## src/rtl/opmode_pkg.sv

```systemverilog
package opmode_pkg;

    typedef enum logic [3:0] {
        MD_RESET = 4'h0,
        MD_TEST  = 4'h1,
        MD_SAFE  = 4'h2,
        MD_DRUN  = 4'h3,
        MD_RUN0  = 4'h4,
        MD_RUN1  = 4'h5,
        MD_RUN2  = 4'h6,
        MD_RUN3  = 4'h7
    } mode_e;

    localparam logic [3:0] CODE_RST_FUNC = 4'h0;
    localparam logic [3:0] CODE_RST_DEST = 4'hF;

    typedef enum logic [2:0] {
        ACT_NONE,
        ACT_HARD_RST,
        ACT_RST_FUNC,
        ACT_RST_DEST,
        ACT_MOVE
    } act_e;

    typedef enum logic [1:0] {
        ST_RESET,
        ST_STABLE,
        ST_PENDING
    } ctl_state_e;

    function automatic logic is_run(input logic [3:0] m);
        return m[3:2] == 2'b01;
    endfunction

    // Source-mode legality of a software write
    function automatic logic sw_legal(input logic [3:0] cur, input logic [3:0] code);
        logic ok;
        ok = 1'b0;
        case (code)
            CODE_RST_FUNC, CODE_RST_DEST: ok = (cur != MD_RESET);
            MD_DRUN: ok = is_run(cur) || cur == MD_SAFE || cur == MD_TEST;
            MD_SAFE: ok = is_run(cur) || cur == MD_DRUN || cur == MD_TEST;
            MD_TEST: ok = (cur == MD_DRUN);
            MD_RUN0, MD_RUN1, MD_RUN2, MD_RUN3:
                ok = (cur == MD_DRUN || is_run(cur)) && cur != code;
            default: ok = 1'b0;
        endcase
        return ok;
    endfunction

endpackage

```

## src/rtl/opmode_settle.sv

```systemverilog
module opmode_settle #(
    parameter int SETTLE = 4
) (
    input  logic clk,
    input  logic rst_n,
    input  logic start,
    input  logic run,
    output logic done
);
    localparam int CW = $clog2(SETTLE + 1);
    localparam logic [CW-1:0] LAST = CW'(SETTLE - 1);

    logic [CW-1:0] cnt_q;

    assign done = run && (cnt_q == LAST);

    always_ff @(posedge clk or negedge rst_n) begin
        if (!rst_n) begin
            cnt_q <= '0;
        end else if (start) begin
            cnt_q <= '0;
        end else if (run && !done) begin
            cnt_q <= cnt_q + 1'b1;
        end
    end
endmodule

```

## src/rtl/opmode_arbiter.sv

```systemverilog
module opmode_arbiter
    import opmode_pkg::*;
(
    input  ctl_state_e  state,
    input  logic [3:0]  cur_mode,
    input  logic [3:0]  tgt_mode,
    input  logic        wr,
    input  logic [3:0]  code,
    input  logic        seq_done,
    input  logic        sys_rst,
    input  logic        safe_req,
    output act_e        act,
    output logic [3:0]  act_tgt,
    output logic        wr_reject
);
    logic sw_take;
    logic safe_go;

    assign safe_go = safe_req && cur_mode != MD_RESET &&
                     ((state == ST_STABLE  && cur_mode != MD_SAFE) ||
                      (state == ST_PENDING && tgt_mode != MD_SAFE));

    always_comb begin
        act     = ACT_NONE;
        act_tgt = tgt_mode;
        sw_take = 1'b0;
        if (sys_rst) begin
            act = ACT_HARD_RST;
        end else if (state == ST_RESET) begin
            if (seq_done) begin
                act     = ACT_MOVE;
                act_tgt = MD_DRUN;
            end
        end else if (safe_go) begin
            act     = ACT_MOVE;
            act_tgt = MD_SAFE;
        end else if (wr && !safe_req && state == ST_STABLE && sw_legal(cur_mode, code)) begin
            sw_take = 1'b1;
            if (code == CODE_RST_FUNC) begin
                act = ACT_RST_FUNC;
            end else if (code == CODE_RST_DEST) begin
                act = ACT_RST_DEST;
            end else begin
                act     = ACT_MOVE;
                act_tgt = code;
            end
        end
        wr_reject = wr && !sw_take;
    end
endmodule

```

## src/rtl/opmode_ctrl.sv

```systemverilog
module opmode_ctrl
    import opmode_pkg::*;
#(
    parameter int SETTLE = 4
) (
    input  logic       clk,
    input  logic       rst_n,
    input  logic       mctl_wr,
    input  logic [3:0] mctl_code,
    input  logic       seq_done,
    input  logic       sys_rst_req,
    input  logic       safe_req,
    output logic [3:0] cur_mode,
    output logic       pending,
    output logic       reset_kind,
    output logic       sysclk_irc,
    output logic       bad_req
);
    ctl_state_e state_q, state_d;
    logic [3:0] mode_q, mode_d, tgt_q, tgt_d;
    logic       kind_q, kind_d, irc_q, irc_d, bad_q, bad_d;
    act_e       act;
    logic [3:0] act_tgt;
    logic       wr_reject, tmr_start, tmr_done;

    opmode_arbiter u_arb (
        .state     (state_q),
        .cur_mode  (mode_q),
        .tgt_mode  (tgt_q),
        .wr        (mctl_wr),
        .code      (mctl_code),
        .seq_done  (seq_done),
        .sys_rst   (sys_rst_req),
        .safe_req  (safe_req),
        .act       (act),
        .act_tgt   (act_tgt),
        .wr_reject (wr_reject)
    );

    opmode_settle #(.SETTLE(SETTLE)) u_tmr (
        .clk   (clk),
        .rst_n (rst_n),
        .start (tmr_start),
        .run   (state_q == ST_PENDING),
        .done  (tmr_done)
    );

    // Next-state logic
    always_comb begin
        state_d   = state_q;
        mode_d    = mode_q;
        tgt_d     = tgt_q;
        kind_d    = kind_q;
        irc_d     = irc_q;
        bad_d     = wr_reject;
        tmr_start = 1'b0;
        unique case (act)
            ACT_HARD_RST, ACT_RST_DEST, ACT_RST_FUNC: begin
                state_d = ST_RESET;
                mode_d  = MD_RESET;
                kind_d  = (act != ACT_RST_FUNC);
                irc_d   = 1'b1;
            end
            ACT_MOVE: begin
                state_d   = ST_PENDING;
                tgt_d     = act_tgt;
                tmr_start = 1'b1;
            end
            ACT_NONE: begin
                if (state_q == ST_PENDING && tmr_done) begin
                    state_d = ST_STABLE;
                    mode_d  = tgt_q;
                    irc_d   = (mode_q == MD_RESET);
                end
            end
        endcase
    end

    // State register
    always_ff @(posedge clk or negedge rst_n) begin
        if (!rst_n) begin
            state_q <= ST_RESET;
            mode_q  <= MD_RESET;
            tgt_q   <= MD_RESET;
            kind_q  <= 1'b1;
            irc_q   <= 1'b1;
            bad_q   <= 1'b0;
        end else begin
            state_q <= state_d;
            mode_q  <= mode_d;
            tgt_q   <= tgt_d;
            kind_q  <= kind_d;
            irc_q   <= irc_d;
            bad_q   <= bad_d;
        end
    end

    // Outputs
    always_comb begin
        cur_mode   = mode_q;
        pending    = (state_q == ST_PENDING);
        reset_kind = kind_q;
        sysclk_irc = irc_q;
        bad_req    = bad_q;
    end
endmodule

```

## config.mk

```make
export PLATFORM = sky130hd
export DESIGN_NAME = opmode_ctrl
export DESIGN_NICKNAME = d
export VERILOG_FILES = /design/src/rtl/opmode_pkg.sv /design/src/rtl/opmode_settle.sv /design/src/rtl/opmode_arbiter.sv /design/src/rtl/opmode_ctrl.sv
export SDC_FILE = /design/constraint.sdc
export NUM_CORES = 1
export LEC_CHECK = 0
export BUFFER_PORTS_ARGS = -buffer_cell sky130_fd_sc_hd__buf_2
export CORE_MARGIN = 2
export CORE_UTILIZATION = 51
export CTS_CLUSTER_SIZE = 25
export DETAILED_ROUTE_END_ITERATION = 10
export PLACE_DENSITY_LB_ADDON = 0.25
export SLEW_MARGIN = 20
export SYNTH_ARGS = -nofsm -noshare
export SYNTH_HDL_FRONTEND = slang
export SYNTH_SLANG_ARGS = --single-unit
```

## constraint.sdc

```tcl
create_clock -name clk -period 2.5 [get_ports clk]
set_input_delay 0 -clock clk [delete_from_list [all_inputs] [get_ports clk]]
set_output_delay 0 -clock clk [all_outputs]
set_load 0.01 [all_outputs]
```

Word-level counts from Yosys, hierarchy flattened
Index checks and enable logic that the tools add are counted.
- div/mod/pow operators: 0
- bitwise operators: 1
- add/subtract/negate cells: 1
- order comparisons: 0
- reduce and logical (&&, ||, !) cells: 33
- shift-type cells: 0
- equality and inequality tests: 27
- muxes and demuxes: 30
- multiply operators: 0
- operator list (cell ; count):
    two-way mux 4 bit ; 7
    two-way mux 3 bit ; 9
    == test 4 x 2 -> 1 bit (second input constant) ; 4
    == test 4 x 3 -> 1 bit (second input constant) ; 4
    logical AND 1 bit ; 12
    == test 3 x 2 -> 1 bit (second input constant) ; 3
    two-way mux 1 bit ; 9
    == test 4 x 1 -> 1 bit (second input constant) ; 2
    zero test 4 bit ; 2
    inequality test 4 x 2 -> 1 bit (second input constant) ; 2
    case mux 4 bit (2 select lines) ; 1
    inequality test 3 x 1 -> 1 bit (second input constant) ; 2
    case mux 2 bit (3 select lines) ; 1
    AND reduction 6 bit ; 1
    logical OR 1 bit ; 5
    case mux 1 bit (5 select lines) ; 1
    == test 2 x 1 -> 1 bit (second input constant) ; 2
    == test 4 bit (second input constant) ; 1
    inequality test 2 bit (second input constant) ; 2
    inequality test 4 bit ; 1
    nonzero test 2 bit ; 2
    nonzero test 4 bit ; 1
    OR reduction 4 bit ; 1
    adder 3 x 1 -> 3 bit (second input constant) ; 1
    other kinds (14) ; 16
- bits in latches: 0
- output and inout bits: 8
- memories kept: 0
- bits in registers: 16
- ROM bits: 0
- logic and storage cells: 99
- RAM bits: 0

Longest topological paths before layout
- word-level depth: 16
- depth in mapped cells: 7
- mapped depth without buffers: 6

Modules after synthesis
From an unflattened synthesis, not the netlist that was laid out.
- cell total of the unflattened synthesis: 122
- area total of the unflattened synthesis: 1203.7 µm²
- modules (own cells, without submodules) (module ; instances ; cells an instance ; area an instance (µm²) ; sequential area each (µm²)):
    opmode_ctrl ; 1 ; 39 ; 548.0 ; 327.8
    opmode_arbiter ; 1 ; 67 ; 471.7 ; 0.0
    opmode_settle ; 1 ; 16 ; 183.9 ; 75.1

Least setup slack after synthesis
No wires, ideal clock.
- kind: register -> register
- start: register mode_q[2], in the netlist cur_mode[2]
- end: register tgt_q[0]
- period minus slack after synthesis: 1.845 ns
- path slack: 0.655 ns
- setup time: 0.125 ns
- path buffers: 1
- arrival time: 1.720 ns
- stages on the path, launching flop included: 7
- required time: 2.375 ns
- cells stage by stage: dfrtp_1 -> buf_6 -> nor4_4 -> nor4b_2 -> o21ai_2 -> a21bo_4 -> mux2_4
- word-level cells in the longest chain between the ends: 14
- elaborated cells between the ends (all ways): 32
- those cells by class: eq/ne (9); mux (10); reduce/logical (13)
- ends and longest elaborated chain (item ; RTL line ; RTL):
    from (decl) ; opmode_ctrl.sv:20 ; logic [3:0] mode_q, mode_d, tgt_q, tgt_d;
    from (signal assigned) ; opmode_ctrl.sv:90 ; mode_q <= mode_d;
    == test 4 x 2 -> 1 bit, or another cell as far along ; opmode_pkg.sv:42, opmode_pkg.sv:43, opmode_pkg.sv:45 ;
    logical OR 1 bit (on tied branches) ; opmode_pkg.sv:42, opmode_pkg.sv:45, opmode_pkg.sv:41 ;
    logical AND 1 bit, or another cell as far along ; opmode_pkg.sv:45 ; ok = (cur == MD_DRUN || is_run(cur)) && cur != code;
    case mux 1 bit (5 select lines) ; opmode_pkg.sv:39 ; case (code)
    two-way mux 1 bit ; opmode_arbiter.sv:34 ; end else if (safe_go) begin
    two-way mux 1 bit ; opmode_arbiter.sv:29 ; end else if (state == ST_RESET) begin
    two-way mux 1 bit ; opmode_arbiter.sv:27 ; if (sys_rst) begin
    logical AND 1 bit ; opmode_arbiter.sv:37 ; end else if (wr && !safe_req && state == ST_STABLE && sw_legal(cur_mode, code)) begin
    two-way mux 3 bit ; opmode_arbiter.sv:37 ;
    two-way mux 3 bit ; opmode_arbiter.sv:34 ;
    two-way mux 3 bit ; opmode_arbiter.sv:29 ;
    two-way mux 3 bit ; opmode_arbiter.sv:27 ;
    == test 3 bit ; opmode_ctrl.sv:57 ; unique case (act)
    AND reduction 6 bit (no line) ; n/a ;
    to (signal assigned) ; opmode_ctrl.sv:91 ; tgt_q <= tgt_d;
    to (decl) ; opmode_ctrl.sv:20 ;
Several ways; a longest one is shown, not always the timed one. The select of a mux whose other input is x is not followed.
A chain may end at the register's enable or synchronous reset.

Worst setup path after layout
Same ends and word-level chain as after synthesis.

==> results.md <==
- Worst reg-to-reg path cell count: 5
- Root Buffer: clkbuf_4
- Setup violators final: 0
- Post-synthesis area per instance: 10.24 µm²
- GP Congestion: 0.8385
- CTS tree: yes
- Leak: 0.5356 nW
- Final worst setup slack: 557.8 ps
- Skew-Pair Late Insertion Delay: 290 ps
- CP Class: reg -> reg
- CP cell instances: nor4_4 -> nor4b_2 -> o21ai_2 -> a21bo_4 -> mux2_4
- Hold violation count in the final report: 0
- CP max FO: 10
- Worst slew pin tran: 412.7 ps
- F_max: 0.5149 GHz
- First-pass GRT wire length: 3.174 mm
- Worst slew margin: 72.10%
- Final HPWL DP: 1.514 mm
- Area after DPL: 0.001084 mm²
- Yosys warning count: 0
- Clock buffer depth: 2
- Max-cap violations: 0
- P_sw: 0.2273 mW
- Final Max Tran Viols: 0
- Sequential power share: 48.2%
- DRT iter0 DRCs: 15
- Unique masters post-synth: 42
- Synth Net Count: 109
- CP startpoint kind: register
- Routed Antenna Nets: 0
- Layout Skew: 0.6578 ps
- Sw frac: 32.40%
- Drt drc: 0
- # clock sinks: 16
- Most common cell after layout, fill and taps aside: buf_2
- Via density: 5.852
- Die area: 0.002317 mm²
- I/O pin total: 18
- TritonRoute pass-1 iters: 4
- Layout cells sized above 1: 26.50%
- Reg clk slew, reported paths: 80 ps
- Die height: 48.14 µm
- Hold Crit Class: in -> reg
- Internal reg-to-reg setup slack: 560 ps
- Drt total wl: 2.000 mm
- Post-Syn Area: 993.5 µm²
- Hold depth: 3
- All-Layer GR Usage: 20.48%
- Num rows: 15
- Final period utilization: 77.69%
- # port buffers: 17
- Peak supply drop: 0.4469 mV
- Min-delay src: mctl_code[2]
- Post_cts resized: 0
- Place WS: 595.7 ps
- Min Tclk post-route: 1942 ps
- WL/cell: 14.08 µm
- # diodes: 0
- RSZ-0062 raised after global routing: false
- Pwr/cell area: 615.5 mW/mm²
- Area Growth Syn to Fin: 14.74%
- Final Util: 63.93%
- Synthesis-stage register bit count: 16
- Seq/Total Area, Yosys: 40.55%
- Power after layout: 0.7016 mW
- # nets final: 130
- Number of global-route vias before repair: 737
- Cts bufs inserted: 3
- End of the worst hold path: tgt_q[2]$_DFFE_PN0P_
- Fillers: 152
- H-Tree Depth: 1
- Grt total ovfl: 0
- Core area: 0.001783 mm²
- Int Pwr: 0.4743 mW
- CP max-delay cell: dfrtp_1
- FF-to-FF Start: cur_mode[2]$_DFFE_PN0P_
- Gate Count Post-Synth: 97
- Die Wd: 48.14 µm
- Via count: 831
- Worst reg2reg path endpoint: tgt_q[0]$_DFFE_PN0P_
- Outcome: finished clean
- Setup bufs post-CTS: 0
- Total Negative Setup Slacks: 0 ps
- Combinational power share: 32.1%
- Clock share of power: 19.6%
- Setup crit end kind: register
- Largest net degree at the start of global routing: 17
- Largest stage delay on the critical path: 490 ps
- Initial Util: 55.72%
- Fin area: 0.001140 mm²
- Initial antenna violation count: 0
- CP Data Arrival Time: 2120 ps
- Crit path required time: 2680 ps
- Most frequent cells in the layout: 17 x buf_2, 14 x dfrtp_1, 10 x nor2_1
power by group through the flow:
stage	Combinational [mW]	Sequential, mW	Clock, mW
2_1_floorplan	0.170	0.334	0
3_3_place_gp	0.215	0.340	0
3_5_place_dp	0.221	0.344	0
4_1_cts	0.228	0.338	0.145
5_1_grt	0.254	0.344	0.160
6_report	0.226	0.338	0.138
how the worst max path moves through the flow:
stage | from | endpoint | slack (ps)
2_1_floorplan | cur_mode[2]$_DFFE_PN0P_ | tgt_q[0]$_DFFE_PN0P_ | 650
3_3_place_gp | cur_mode[2]$_DFFE_PN0P_ | tgt_q[0]$_DFFE_PN0P_ | 650
3_5_place_dp | cur_mode[2]$_DFFE_PN0P_ | tgt_q[0]$_DFFE_PN0P_ | 600
4_1_cts | cur_mode[2]$_DFFE_PN0P_ | tgt_q[0]$_DFFE_PN0P_ | 570
5_1_grt | cur_mode[2]$_DFFE_PN0P_ | tgt_q[0]$_DFFE_PN0P_ | 480
6_report | cur_mode[2]$_DFFE_PN0P_ | tgt_q[0]$_DFFE_PN0P_ | 560
through the flow:
stage	cells	hold slack [ps]
floorplan	97	-295.6
global placement	135	-78.65
detailed placement	135	-76.70
CTS	142	30.05
global route	142	54.32
finish	142	36.70
critical path, delay by kind of cell, from the launching register on:
family | cells | cell delay (ps)
DFF | 1 | 490
AOI/OAI and AO/OA | 2 | 500
muxes | 1 | 300
and+or+nand+nor | 2 | 550
cell families (layout without fill, tap and decap cells):
kind of cell / Yosys count / after routing / synth area share [%]
AND/OR/NAND/NOR: 41 / 41 / 25.95
AO/OA/AOI/OAI: 20 / 20 / 16.37
flip-flops: 16 / 16 / 40.55
multiplexers: 8 / 8 / 8.690
buffers and inverters: 8 / 28 / 4.155
adder cells (fa/ha/maj): 2 / 2 / 2.518
XOR/XNOR: 2 / 2 / 1.764
registers in the layout, indices dropped and copies added (netlist names):
signal	cells
cur_mode	4
tgt_q	4
u_tmr.cnt_q	3
state_q	2
bad_req	1
reset_kind	1
sysclk_irc	1
layout make-up:
cell class	instances	area, µm²	area share, %
multi-input cells	73	549.3	48.19
clock buffers	4	26.28	2.305
repair buffers	20	115.1	10.10
flip-flops and latches	16	402.9	35.35
inverters	4	15.01	1.317
well taps	25	31.28	2.744
what timing repair did:
action	4_1_cts	5_1_grt
endpoints found under the setup margin	0	0
hold buffers	3	0
hold endpoints to repair	18	0
routing by layer:
metal,vias up,track usage (%),share of wire (%),wire [µm]
met2,26,30.40,44,874
met1,398,26.89,48,950
met4,0,13.51,3.5,69
li1,400,-,-,-
met3,7,4.444,5.3,106
met5,-,0,0,0
Yosys cell counts, drive strengths merged:
| cell type | n | area (µm²) |
|---|---|---|
| buf | 4 | 26.27 |
| dfstp | 2 | 52.55 |
| and3 | 1 | 6.260 |
| o21ai | 2 | 13.76 |
| nand3 | 3 | 15.01 |
| a211o | 1 | 8.760 |
| o31ai | 2 | 15.01 |
| a211oi | 1 | 7.510 |
| inv | 4 | 15.01 |
| or4 | 1 | 7.510 |
| nor4 | 2 | 33.78 |
| a21boi | 1 | 7.510 |
| nor2b | 3 | 18.77 |
| mux2i | 6 | 60.06 |
| o22ai | 1 | 6.260 |
| o211ai | 1 | 12.51 |
| nand4b | 1 | 8.760 |
| and4bb | 1 | 12.51 |
| nand2b | 2 | 12.51 |
| a21bo | 1 | 16.27 |
| nand4 | 1 | 6.260 |
| o2111ai | 1 | 8.760 |
| or3b | 1 | 8.760 |
| xnor2 | 2 | 17.52 |
| a311o | 1 | 10.01 |
| nor3 | 2 | 10.01 |
| a21oi | 4 | 20.02 |
| a21o | 1 | 7.510 |
| ha | 2 | 25.02 |
| mux2 | 2 | 26.27 |
| nand2 | 7 | 26.28 |
| a221o | 2 | 20.02 |
| and2 | 2 | 12.51 |
| a31o | 1 | 8.760 |
| nor4b | 4 | 41.29 |
| nor2 | 10 | 37.54 |
| dfrtp | 14 | 350.3 |
No activity file was read; power rests on OpenSTA's default activity.
